### src/rtl/hsk_pkg.sv
package hsk_pkg;

   typedef enum logic [1:0] {
      ST_IDLE  = 2'd0,
      ST_WAIT  = 2'd1,
      ST_READY = 2'd2
   } xfer_state_e;

   typedef enum logic {
      DIR_TO_TTY  = 1'b0,
      DIR_TO_HOST = 1'b1
   } xfer_dir_e;

endpackage

### src/rtl/hsk_btn_filter.sv
module hsk_btn_filter #(
   parameter int SYNC_STAGES = 2,
   parameter int DEB_CYCLES  = 16
) (
   input  logic clk,
   input  logic rst_n,
   input  logic raw_in,
   output logic level_out,
   output logic release_p
);
   localparam int CW = (DEB_CYCLES > 2) ? $clog2(DEB_CYCLES) : 1;
   localparam logic [CW-1:0] CNT_LAST = CW'(DEB_CYCLES - 1);

   initial begin
      if (SYNC_STAGES < 2) $error("hsk_btn_filter: SYNC_STAGES must be >= 2");
      if (DEB_CYCLES < 2)  $error("hsk_btn_filter: DEB_CYCLES must be >= 2");
   end

   logic [SYNC_STAGES-1:0] sync_sh;
   logic                   synced;
   logic [CW-1:0]          deb_cnt;
   logic                   level_q;

   always_ff @(posedge clk or negedge rst_n) begin
      if (!rst_n) sync_sh <= '0;
      else        sync_sh <= {sync_sh[SYNC_STAGES-2:0], raw_in};
   end
   assign synced = sync_sh[SYNC_STAGES-1];

   always_ff @(posedge clk or negedge rst_n) begin
      if (!rst_n) begin
         deb_cnt   <= '0;
         level_q   <= 1'b0;
         release_p <= 1'b0;
      end else begin
         release_p <= 1'b0;
         if (synced == level_q) begin
            deb_cnt <= '0;
         end else if (deb_cnt == CNT_LAST) begin
            deb_cnt   <= '0;
            level_q   <= synced;
            release_p <= level_q & ~synced;
         end else begin
            deb_cnt <= deb_cnt + 1'b1;
         end
      end
   end

   assign level_out = level_q;
endmodule

### src/rtl/hsk_sample_stretch.sv
module hsk_sample_stretch #(
   parameter int NB         = 4,
   parameter int IND_CYCLES = 1000,
   parameter bit RETRIGGER  = 1'b1
) (
   input  logic          clk,
   input  logic          rst_n,
   input  logic [NB-1:0] release_vec,
   output logic          ind_out
);
   localparam int IW = $clog2(IND_CYCLES + 1);
   localparam logic [IW-1:0] IND_LOAD = IW'(IND_CYCLES);

   initial begin
      if (IND_CYCLES < 1) $error("hsk_sample_stretch: IND_CYCLES must be >= 1");
      if (NB < 1)         $error("hsk_sample_stretch: NB must be >= 1");
   end

   logic          any_rel;
   logic [IW-1:0] ind_cnt;

   assign any_rel = |release_vec;

   generate
      if (RETRIGGER) begin : g_retrig
         always_ff @(posedge clk or negedge rst_n) begin
            if (!rst_n)              ind_cnt <= '0;
            else if (any_rel)        ind_cnt <= IND_LOAD;
            else if (ind_cnt != '0)  ind_cnt <= ind_cnt - 1'b1;
         end
      end else begin : g_oneshot
         always_ff @(posedge clk or negedge rst_n) begin
            if (!rst_n)                         ind_cnt <= '0;
            else if (ind_cnt == '0 && any_rel)  ind_cnt <= IND_LOAD;
            else if (ind_cnt != '0)             ind_cnt <= ind_cnt - 1'b1;
         end
      end
   endgenerate

   assign ind_out = (ind_cnt != '0);
endmodule

### src/rtl/hsk_xfer_seq.sv
module hsk_xfer_seq
   import hsk_pkg::*;
#(
   parameter int DW = 8
) (
   input  logic          clk,
   input  logic          rst_n,
   input  logic          dir_sel,
   input  logic          start_stb,
   input  logic          host_req,
   input  logic [DW-1:0] host_wdata,
   input  logic          local_valid,
   input  logic [DW-1:0] local_data,
   input  logic          xfer_done,
   output logic          ready_n,
   output logic [DW-1:0] host_rdata,
   output logic [DW-1:0] tty_data,
   output logic          tty_load,
   output logic          busy
);
   initial begin
      if (DW < 1) $error("hsk_xfer_seq: DW must be >= 1");
   end

   xfer_state_e   state;
   xfer_dir_e     dir_q;
   logic          held;
   logic [DW-1:0] elem_q;
   logic          word_ok;

   // A word may be offered when output mode is active or a local word is held
   assign word_ok = (dir_q == DIR_TO_TTY) || held;

   always_ff @(posedge clk or negedge rst_n) begin
      if (!rst_n) begin
         state    <= ST_IDLE;
         dir_q    <= DIR_TO_TTY;
         held     <= 1'b0;
         elem_q   <= '0;
         ready_n  <= 1'b1;
         tty_data <= '0;
         tty_load <= 1'b0;
      end else begin
         tty_load <= 1'b0;
         if (xfer_done) begin
            state   <= ST_IDLE;
            ready_n <= 1'b1;
            held    <= 1'b0;
         end else begin
            case (state)
               ST_IDLE: begin
                  if (start_stb) begin
                     state <= ST_WAIT;
                     dir_q <= xfer_dir_e'(dir_sel);
                     held  <= 1'b0;
                  end
               end
               ST_WAIT: begin
                  if (dir_q == DIR_TO_HOST && local_valid && !held) begin
                     elem_q <= local_data;
                     held   <= 1'b1;
                  end
                  if (host_req && word_ok) begin
                     ready_n <= 1'b0;
                     state   <= ST_READY;
                  end
               end
               ST_READY: begin
                  if (!host_req) begin
                     ready_n <= 1'b1;
                     state   <= ST_WAIT;
                     held    <= 1'b0;
                     if (dir_q == DIR_TO_TTY) begin
                        tty_data <= host_wdata;
                        tty_load <= 1'b1;
                     end
                  end
               end
               default: state <= ST_IDLE;
            endcase
         end
      end
   end

   assign busy       = (state != ST_IDLE);
   assign host_rdata = elem_q;
endmodule

### src/rtl/hsk_xfer_ctrl.sv
module hsk_xfer_ctrl #(
   parameter int DW          = 8,
   parameter int NB          = 4,
   parameter int SYNC_STAGES = 2,
   parameter int DEB_CYCLES  = 16,
   parameter int IND_CYCLES  = 1000,
   parameter bit RETRIGGER   = 1'b1
) (
   input  logic          clk,
   input  logic          rst_n,
   input  logic          dir_sel,
   input  logic          start_stb,
   input  logic          host_req,
   input  logic [DW-1:0] host_wdata,
   output logic          ready_n,
   output logic [DW-1:0] host_rdata,
   input  logic          local_valid,
   input  logic [DW-1:0] local_data,
   output logic [DW-1:0] tty_data,
   output logic          tty_load,
   input  logic          xfer_done,
   output logic          busy,
   input  logic [NB-1:0] btn_raw,
   output logic          btn_active,
   output logic          sample_ind
);
   initial begin
      if (NB < 1 || NB > 32) $error("hsk_xfer_ctrl: NB must be 1..32");
   end

   logic [NB-1:0] btn_level;
   logic [NB-1:0] btn_rel;

   hsk_xfer_seq #(.DW(DW)) u_seq (
      .clk        (clk),
      .rst_n      (rst_n),
      .dir_sel    (dir_sel),
      .start_stb  (start_stb),
      .host_req   (host_req),
      .host_wdata (host_wdata),
      .local_valid(local_valid),
      .local_data (local_data),
      .xfer_done  (xfer_done),
      .ready_n    (ready_n),
      .host_rdata (host_rdata),
      .tty_data   (tty_data),
      .tty_load   (tty_load),
      .busy       (busy)
   );

   generate
      for (genvar gi = 0; gi < NB; gi++) begin : g_btn
         hsk_btn_filter #(
            .SYNC_STAGES(SYNC_STAGES),
            .DEB_CYCLES (DEB_CYCLES)
         ) u_filt (
            .clk      (clk),
            .rst_n    (rst_n),
            .raw_in   (btn_raw[gi]),
            .level_out(btn_level[gi]),
            .release_p(btn_rel[gi])
         );
      end
   endgenerate

   assign btn_active = |btn_level;

   hsk_sample_stretch #(
      .NB        (NB),
      .IND_CYCLES(IND_CYCLES),
      .RETRIGGER (RETRIGGER)
   ) u_stretch (
      .clk        (clk),
      .rst_n      (rst_n),
      .release_vec(btn_rel),
      .ind_out    (sample_ind)
   );
endmodule

### config.mk
export PLATFORM = sky130hd
export DESIGN_NAME = hsk_xfer_ctrl
export DESIGN_NICKNAME = d
export VERILOG_FILES = /design/src/rtl/hsk_pkg.sv /design/src/rtl/hsk_btn_filter.sv /design/src/rtl/hsk_sample_stretch.sv /design/src/rtl/hsk_xfer_seq.sv /design/src/rtl/hsk_xfer_ctrl.sv
export SDC_FILE = /design/constraint.sdc
export NUM_CORES = 1
export LEC_CHECK = 0
export BUFFER_PORTS_ARGS = -buffer_cell sky130_fd_sc_hd__buf_2
export CAP_MARGIN = 20
export CORE_MARGIN = 5
export CORE_UTILIZATION = 52
export CTS_BUF_LIST = sky130_fd_sc_hd__clkbuf_4 sky130_fd_sc_hd__clkbuf_8
export DETAILED_ROUTE_END_ITERATION = 10
export PLACE_DENSITY = 0.78
export SLEW_MARGIN = 15
export SYNTH_ARGS = -nofsm -noshare
export SYNTH_HDL_FRONTEND = slang
export SYNTH_SLANG_ARGS = --single-unit
export TNS_END_PERCENT = 10
### constraint.sdc
create_clock -name clk -period 1.5 [get_ports clk]
set_input_delay 0.3 -clock clk [delete_from_list [all_inputs] [get_ports clk]]
set_output_delay 0.3 -clock clk [all_outputs]
set_load 0.01 [all_outputs]
==> results by group, run 1 <==
STA
  – Final hold viol count: 0
  – Rel. slew slack: 0.703
  – RSZ-0062 raised after global routing: true
  – Fin. max-slew vios: 0
  – Actual slew at the worst max-slew pin: 0.446 ns
  – Final Cycle Share: 1.27
  – Setup Skew: around 0.011 ns
  – Final setup fails: 13
  – Tmin final: between 1.5 and 2 ns
  – FMAX: roughly 0.53 GHz
  – Setup_tns: -1.98 ns
  – Setup ws final: -0.404 ns

Yosys
  – Compound-Gate Fraction of Synth Area: 0.0970
  – XOR/XNOR Fraction of Synth Area: 0.0227
  – Synth Register Bits: 64
  – Simple-gate share of the synthesized area: 0.149
  – Synth Area in Adders: 0.0418
  – Mux cell area share after synthesis: 0.0706
  – Synth unique cells: 43
  – Mapped cell area: between 2000 and 3000 µm²
  – Synth Instances: ~220
  – Syn avg cell area: ~12 µm²
  – Ys Warns: 0
  – Synth Net Count: between 200 and 300
  – Register area share after synthesis: 0.595
  – Largest family of logic cells by synthesized area: simple AND/OR/NAND/NOR gates

Routing
  – Routed WL: around 5500 µm
  – Number of vias per cell: about 5.3
  – DRT iter0 DRCs: 62
  – Met2 wire len: between 2000 and 3000 µm
  – Pre-antenna DRT Iters: 4
  – Max layer used: met4
  – Met1 WL: around 2100 µm
  – ANT nets after route: 0
  – WL met3: 258 µm
  – DRC: 0
  – Routed vias: about 2,000
  – Drt wl/cell: ~15 µm

Floorplanning
  – Die footprint: a little under 7000 µm²
  – IO Pins: 48
  – Initial Util: 0.531
  – Die Width: 82.0 µm
  – Core ar.: roughly 5100 µm²
  – Die height: between 80 and 90 µm
  – Core Rows: 26

Final layout
  – Share of cells above drive strength 1: 0.434
  – Synth-to-layout area growth: 33.0%
  – Final core occ: 0.706
  – Fill count: 375
  – # diodes: 0
  – Final nets: around 340

Worst hold path
  – Hold depth: 1
  – Worst Hold Class: in2reg

Setup path
  – CP Class: reg2out
  – CP Launch Type: flip-flop
  – Worst Path Max Fanout: 2
  – Crit path required time: 1.20 ns
  – Crit. End Element: output pin
  – Reg2Reg Depth: 7
  – Arr. time, crit path: 1.60 ns

Pwr
  – Cell Pwr Density: roughly 1200 nW/µm²
  – Leakage: 1.78 nW
  – Total Power: 4.15 mW
  – Clock network power share: 0.368
  – Register share of total power: 0.488
  – Int Pwr: between 3 and 4 mW
  – Net Switching: approximately 1.0 mW
  – Maximum vdd drop: slightly above 0.7 mV
  – Combinational share of power: 0.145
  – Sw frac: 0.250

Placed design
  – Routability cong.: 0.844
  – Pre-CTS setup slack: -0.124 ns
  – IO buf count: 47
  – DP HPWL: approximately 3600 µm

GRT
  – First-pass GRT wire length: about 9000 µm
  – Grt ovf: 0
  – Vias in the first global route: between 1,500 and 2,000
  – Largest net degree at the start of global routing: 25
  – Initial antenna violation count: 0
  – Tot GR Track Use: 0.180

Flow run
  – Max-cap violations: 0

Clock tree
  – Worst-Skew Late Latency: approximately 0.34 ns
  – CTS tree: built
  – Sink Count: 64
  – Max clock buf depth: 2
  – Clock root cell: clkbuf_8
  – H-tree Lvls: 3
  – Cts bufs inserted: 9
  – Clock transition at path regs: ~0.07 ns

Run status
  – Outcome: finished, violations left
  – Violated checks: negative setup slack
-- logic make-up (layout without fill, tap and decap cells) --
group	after synthesis	count (layout)
flops	64	64
simple gates	61	61
compound gates	42	42
mux	17	17
buf+inv	16	104
fa+ha+maj	9	9
xor+xnor	7	7
-- power groups by stage --
stage | sequential, mW | combinational, mW | clock, mW
after floorplan | 2.12 | 0.229 | 0
after global placement | 2.04 | 0.578 | 0
after detailed placement | 2.05 | 0.594 | 0
after CTS | 2.03 | 0.603 | 1.57
after global routing | 2.05 | 0.665 | 1.66
final | 2.03 | 0.601 | 1.53
-- layer usage --
metal / GRT usage / vias to the layer above
li1: - / 950
met1: 0.204 / 960
met2: 0.300 / 56
met3: 0.0625 / 15
met4: 0.0914 / 0
met5: 0 / -
-- critical path, stage by stage, from the launching register on --
cell and delay [ns]:
dfrtp_1 0.40, inv_2 0.08, ha_4 0.14, nor4b_4 0.27, nand3_1 0.18, buf_2 0.19
-- metrics by stage --
stage / instances / area [µm²] / hold WS (ns)
3_3_place_gp: 350 / 3180 / 0.263
4_1_cts: 371 / 3530 / 0.0434
5_1_grt: 374 / 3580 / 0.0464
3_5_place_dp: 350 / 3180 / 0.266
2_1_floorplan: 216 / 2700 / 0.00441
6_report: 374 / 3580 / 0.0660
-- sequential cells by signal, indices dropped and copies added, names as in the netlist --
signal / cells
g_btn.u_filt.sync_sh: 8
u_stretch.ind_cnt: 10
g_btn.u_filt.level_out: 4
g_btn.u_filt.release_p: 4
u_seq.held: 1
u_seq.tty_data: 8
u_seq.ready_n: 1
u_seq.state: 2
g_btn.u_filt.deb_cnt: 16
u_seq.tty_load: 1
u_seq.dir_q: 1
u_seq.host_rdata: 8
-- final cells by class --
cell class / count / area (µm²) / share of cell area
multi-input combinational: 136 / 1130 / 0.317
tap: 70 / 87.6 / 0.0244
timing repair buffer: 74 / 493 / 0.138
clock buffer: 12 / 159 / 0.0443
sequential: 64 / 1600 / 0.447
clock inverter: 4 / 51.3 / 0.0143
inverter: 14 / 55.1 / 0.0154
-- worst paths after layout --
| path | start | to | slack, ns |
|---|---|---|---|
| worst max-delay path | u_stretch.ind_cnt[0] | sample_ind | -0.40 |
| worst min-delay path | btn_raw[3] | g_btn[3].u_filt.sync_sh[0] | 0.07 |
| worst max register to register | u_stretch.ind_cnt[0] | u_stretch.ind_cnt[6] | -0.27 |
| worst min register to register | g_btn[1].u_filt.sync_sh[0] | g_btn[1].u_filt.sync_sh[1] | 0.34 |
| max in group asynchronous | rst_n | u_seq.tty_data[5] | 0.59 |
| min in group asynchronous | rst_n | g_btn[2].u_filt.level_out | 0.43 |
-- placed cells by master (no fill, tap or decap), types with 3 or more instances in the layout --
cell / n
a21oi_1: 14
nand4b_1: 8
buf_2: 45
o21ai_0: 12
and4_1: 4
dfrtp_1: 63
mux2_2: 16
inv_2: 3
buf_4: 20
nor2b_1: 4
buf_6: 6
a311oi_1: 4
ha_1: 8
xnor2_1: 6
clkbuf_8: 11
inv_1: 10
nand2_1: 9
nor2_1: 11
-- cell usage after synthesis --
library cell / number / share of area
a211oi_2: 2 / 0.0093
nand4_1: 1 / 0.0023
o21bai_1: 1 / 0.0028
nand3_1: 1 / 0.0019
or4b_4: 1 / 0.0051
xnor2_1: 7 / 0.023
nor4b_1: 2 / 0.0065
and4_1: 4 / 0.013
nand2b_2: 1 / 0.0033
a311oi_1: 4 / 0.013
nand3b_1: 2 / 0.0056
or4_2: 1 / 0.0033
or4_1: 2 / 0.0056
nor4_4: 1 / 0.0079
nor4_1: 2 / 0.0046
nand2b_1: 1 / 0.0023
ha_1: 9 / 0.042
buf_4: 1 / 0.0028
or3_1: 3 / 0.0070
a21boi_0: 1 / 0.0028
a21oi_1: 14 / 0.026
o211ai_1: 2 / 0.0056
nand4b_1: 8 / 0.026
o21ai_0: 13 / 0.024
inv_2: 1 / 0.0014
dfstp_2: 1 / 0.0098
nor3b_1: 1 / 0.0028
nor4_2: 1 / 0.0046
mux2i_1: 1 / 0.0037
a211oi_1: 1 / 0.0028
nand2_1: 9 / 0.013
nor2_1: 12 / 0.017
o21ai_1: 1 / 0.0019
and3_1: 1 / 0.0023
nor3_1: 1 / 0.0019
inv_1: 13 / 0.018
mux2_2: 16 / 0.067
or2_2: 2 / 0.0046
nor2b_1: 4 / 0.0093
o31ai_1: 2 / 0.0056
a2bb2oi_1: 1 / 0.0033
dfrtp_1: 63 / 0.58
buf_2: 1 / 0.0019
-- what timing repair did --
item                                    4_1_cts  5_1_grt
resized for setup                            21        8
hold endpoints to repair                     12        0
pin swaps                                     6        4
cloned                                        0        0
hold buffers                                  1        0
buffers inserted                              4        3
endpoints found under the setup margin       13       15
Power figures use the tool's default switching activity.
==> inputs of run 2 (changes only) <==
HOLD_SLACK_MARGIN = 0.1   (was default)
==> run 2 against run 1 <==
Compared with the run above: the run still ends with negative setup slack left; final area up 1.1%; wire length increased by 0.55%; combinational power rose by 1%; clock skew about the same; flip-flop and latch count unchanged; register-to-register slack barely moved; worst hold slack improved by 0.11 ns; non-clock buffer count up 4; fmax about the same; first-iteration DRC count is 31% lower; critical endpoint unchanged; highest routed layer unchanged.
==> results by group, run 2 (same netlist as run 1, synthesis figures left out) <==
Run status
  – Outcome: finished, violations left (unchanged)
  – Violated checks: negative setup slack (unchanged)

Setup path
  – Arr. time, crit path: 1.60 ns (about the same)
  – CP Launch Type: flip-flop (unchanged)
  – Worst Path Max Fanout: 2 (unchanged)
  – Crit path required time: 1.20 ns (about the same)
  – Slowest-stage cell, CP: dfrtp_1 (unchanged)
  – CP cell instances: inv_2 > ha_4 > nor4b_4 > nand3_1 > buf_2 (unchanged)
  – Crit. End Element: output pin (unchanged)
  – CP peak stage delay: 0.40 ns (about the same)
  – Reg2Reg Setup Slack: -0.27 ns (about the same)
  – CP Class: reg2out (unchanged)

Floorplanning
  – Die height: 82.0 µm (unchanged)
  – Die Width: 82.0 µm (unchanged)
  – Initial Util: 0.531 (unchanged)
  – IO Pins: 48 (unchanged)
  – Core Rows: 26 (unchanged)
  – Core ar.: 5070 µm² (unchanged)
  – Die footprint: 6720 µm² (unchanged)

GRT
  – Tot GR Track Use: 0.181 (was 0.180)
  – First-pass GRT wire length: 9030 µm (was 8960 µm)
  – Initial antenna violation count: 0 (unchanged)
  – Vias in the first global route: 2,018 (was 1,997)
  – Largest net degree at the start of global routing: 25 (unchanged)
  – Grt ovf: 0 (unchanged)

Routing
  – Routed WL: 5500 µm (was 5470 µm)
  – Number of vias per cell: 5.28 (was 5.30)
  – ANT nets after route: 0 (unchanged)
  – Pre-antenna DRT Iters: 4 (unchanged)
  – Routed vias: 1,995 (was 1,981)
  – DRC: 0 (unchanged)
  – DRT iter0 DRCs: 43 (was 62)
  – Drt wl/cell: 14.6 µm (about the same)

Final layout
  – # diodes: 0 (unchanged)
  – Largest regs: g_btn.u_filt.deb_cnt: 16 flops, u_stretch.ind_cnt: 10 flops (unchanged)
  – Most frequent cells in the layout: dfrtp_1 (63), buf_2 (45), buf_4 (20) (unchanged)
  – Final core occ: 0.714 (was 0.706)
  – Final nets: 339 (was 335)
  – Largest reg by FF count: g_btn.u_filt.deb_cnt (unchanged)
  – Synth-to-layout area growth: 34.4% (was 33.0%)
  – Final Instance Area: 3620 µm² (was 3580 µm²)
  – Flip-flop count of the largest register after layout: 16 (unchanged)
  – Share of cells above drive strength 1: 0.429 (was 0.434)
  – Commonest non-fill, non-tap cell in the layout: dfrtp_1 (unchanged)
  – Fill count: 368 (was 375)

Clock tree
  – Worst-Skew Late Latency: 0.34 ns (about the same)
  – Clock transition at path regs: 0.08 ns (was 0.07 ns)
  – Clock root cell: clkbuf_8 (unchanged)
  – H-tree Lvls: 3 (unchanged)
  – CTS tree: built (unchanged)
  – Cts bufs inserted: 9 (unchanged)
  – Max clock buf depth: 2 (unchanged)
  – Sink Count: 64 (unchanged)

STA
  – Actual slew at the worst max-slew pin: 0.445 ns (was 0.446 ns)
  – Final hold viol count: 0 (unchanged)
  – FMAX: 0.525 GHz (about the same)
  – RSZ-0062 raised after global routing: true (unchanged)
  – Tmin final: 1.90 ns (about the same)
  – Setup Skew: 0.0107 ns (was 0.0105 ns)
  – Fin. max-slew vios: 0 (unchanged)
  – Rel. slew slack: 0.703 (about the same)
  – Final Cycle Share: 1.27 (about the same)
  – Setup ws final: -0.404 ns (about the same)
  – Final setup fails: 13 (unchanged)

Pwr
  – Maximum vdd drop: 0.728 mV (was 0.726 mV)
  – Cell Pwr Density: 1150 nW/µm² (was 1160 nW/µm²)
  – Leakage: 1.79 nW (was 1.78 nW)

Flow run
  – Max-cap violations: 0 (unchanged)

Placed design
  – Routability cong.: 0.844 (unchanged)
  – Placed cell area: 3180 µm² (unchanged)
  – IO buf count: 47 (unchanged)
  – DP HPWL: 3620 µm (unchanged)

Worst hold path
  – Worst Hold Class: in2reg (unchanged)
[run 2: worst paths after layout]
kind,from,end,depth (start not counted)
min,dir_sel,u_seq.dir_q,3
max,u_stretch.ind_cnt[0],sample_ind,5
min reg2reg,g_btn[1].u_filt.sync_sh[0],g_btn[1].u_filt.sync_sh[1],0
min in group asynchronous,rst_n,g_btn[2].u_filt.level_out,2
max reg2reg,u_stretch.ind_cnt[0],u_stretch.ind_cnt[6],7
max in group asynchronous,rst_n,u_seq.tty_data[5],3
[run 2: routing by layer]
metal	vias to the layer above	GRT usage	routed length [µm]
met3	15	0.0614	246
li1	958	-	-
met2	56	0.305	2930
met5	-	0	0
met4	0	0.0914	164
met1	966	0.204	2160
[run 2: per-stage QoR]
| stage | TNS, ns | power, mW | setup WS [ns] | instances | hold WS [ns] |
|---|---|---|---|---|---|
| finish | -1.98 | 4.16 | -0.404 | 378 | 0.177 |
| global placement | -0.138 | 2.62 | -0.0668 | 350 | 0.263 |
| global route | -2.47 | 4.38 | -0.436 | 378 | 0.152 |
| floorplan | -0.143 | 2.35 | -0.0865 | 216 | 0.00441 |
| CTS | -0.987 | 4.21 | -0.297 | 375 | 0.161 |
| detailed placement | -0.486 | 2.65 | -0.124 | 350 | 0.266 |
[run 2: repair_timing]
| item | 4_1_cts | 5_1_grt |
|---|---|---|
| gates resized for setup | 21 | 8 |
| pin swaps | 6 | 4 |
| hold buffers | 5 | 0 |
| buffers inserted | 4 | 3 |
| endpoints found under the hold margin | 16 | 0 |
| setup endpoints to repair | 13 | 15 |
[run 2: cell type report]
class | count | area, µm² | area share
tap | 70 | 87.6 | 0.0242
sequential | 64 | 1600 | 0.442
clock buffer | 12 | 159 | 0.0439
clock inverter | 4 | 51.3 | 0.0142
timing repair buffer | 78 | 533 | 0.147
inverter | 14 | 55.1 | 0.0152
multi-input combinational | 136 | 1130 | 0.313
[run 2: worst max-delay path, delay by kind of cell (launching register included)]
kind | cells | cell delay [ns]
fa+ha+maj | 1 | 0.14
buf+inv | 2 | 0.27
flops | 1 | 0.40
simple gates | 2 | 0.45
[run 2: power breakdown]
part	leakage, nW	internal, mW	switching (mW)
Sequential	0.842	1.92	0.107
Combinational	0.845	0.323	0.286
Clock	0.106	0.879	0.649
Total	1.79	3.12	1.04
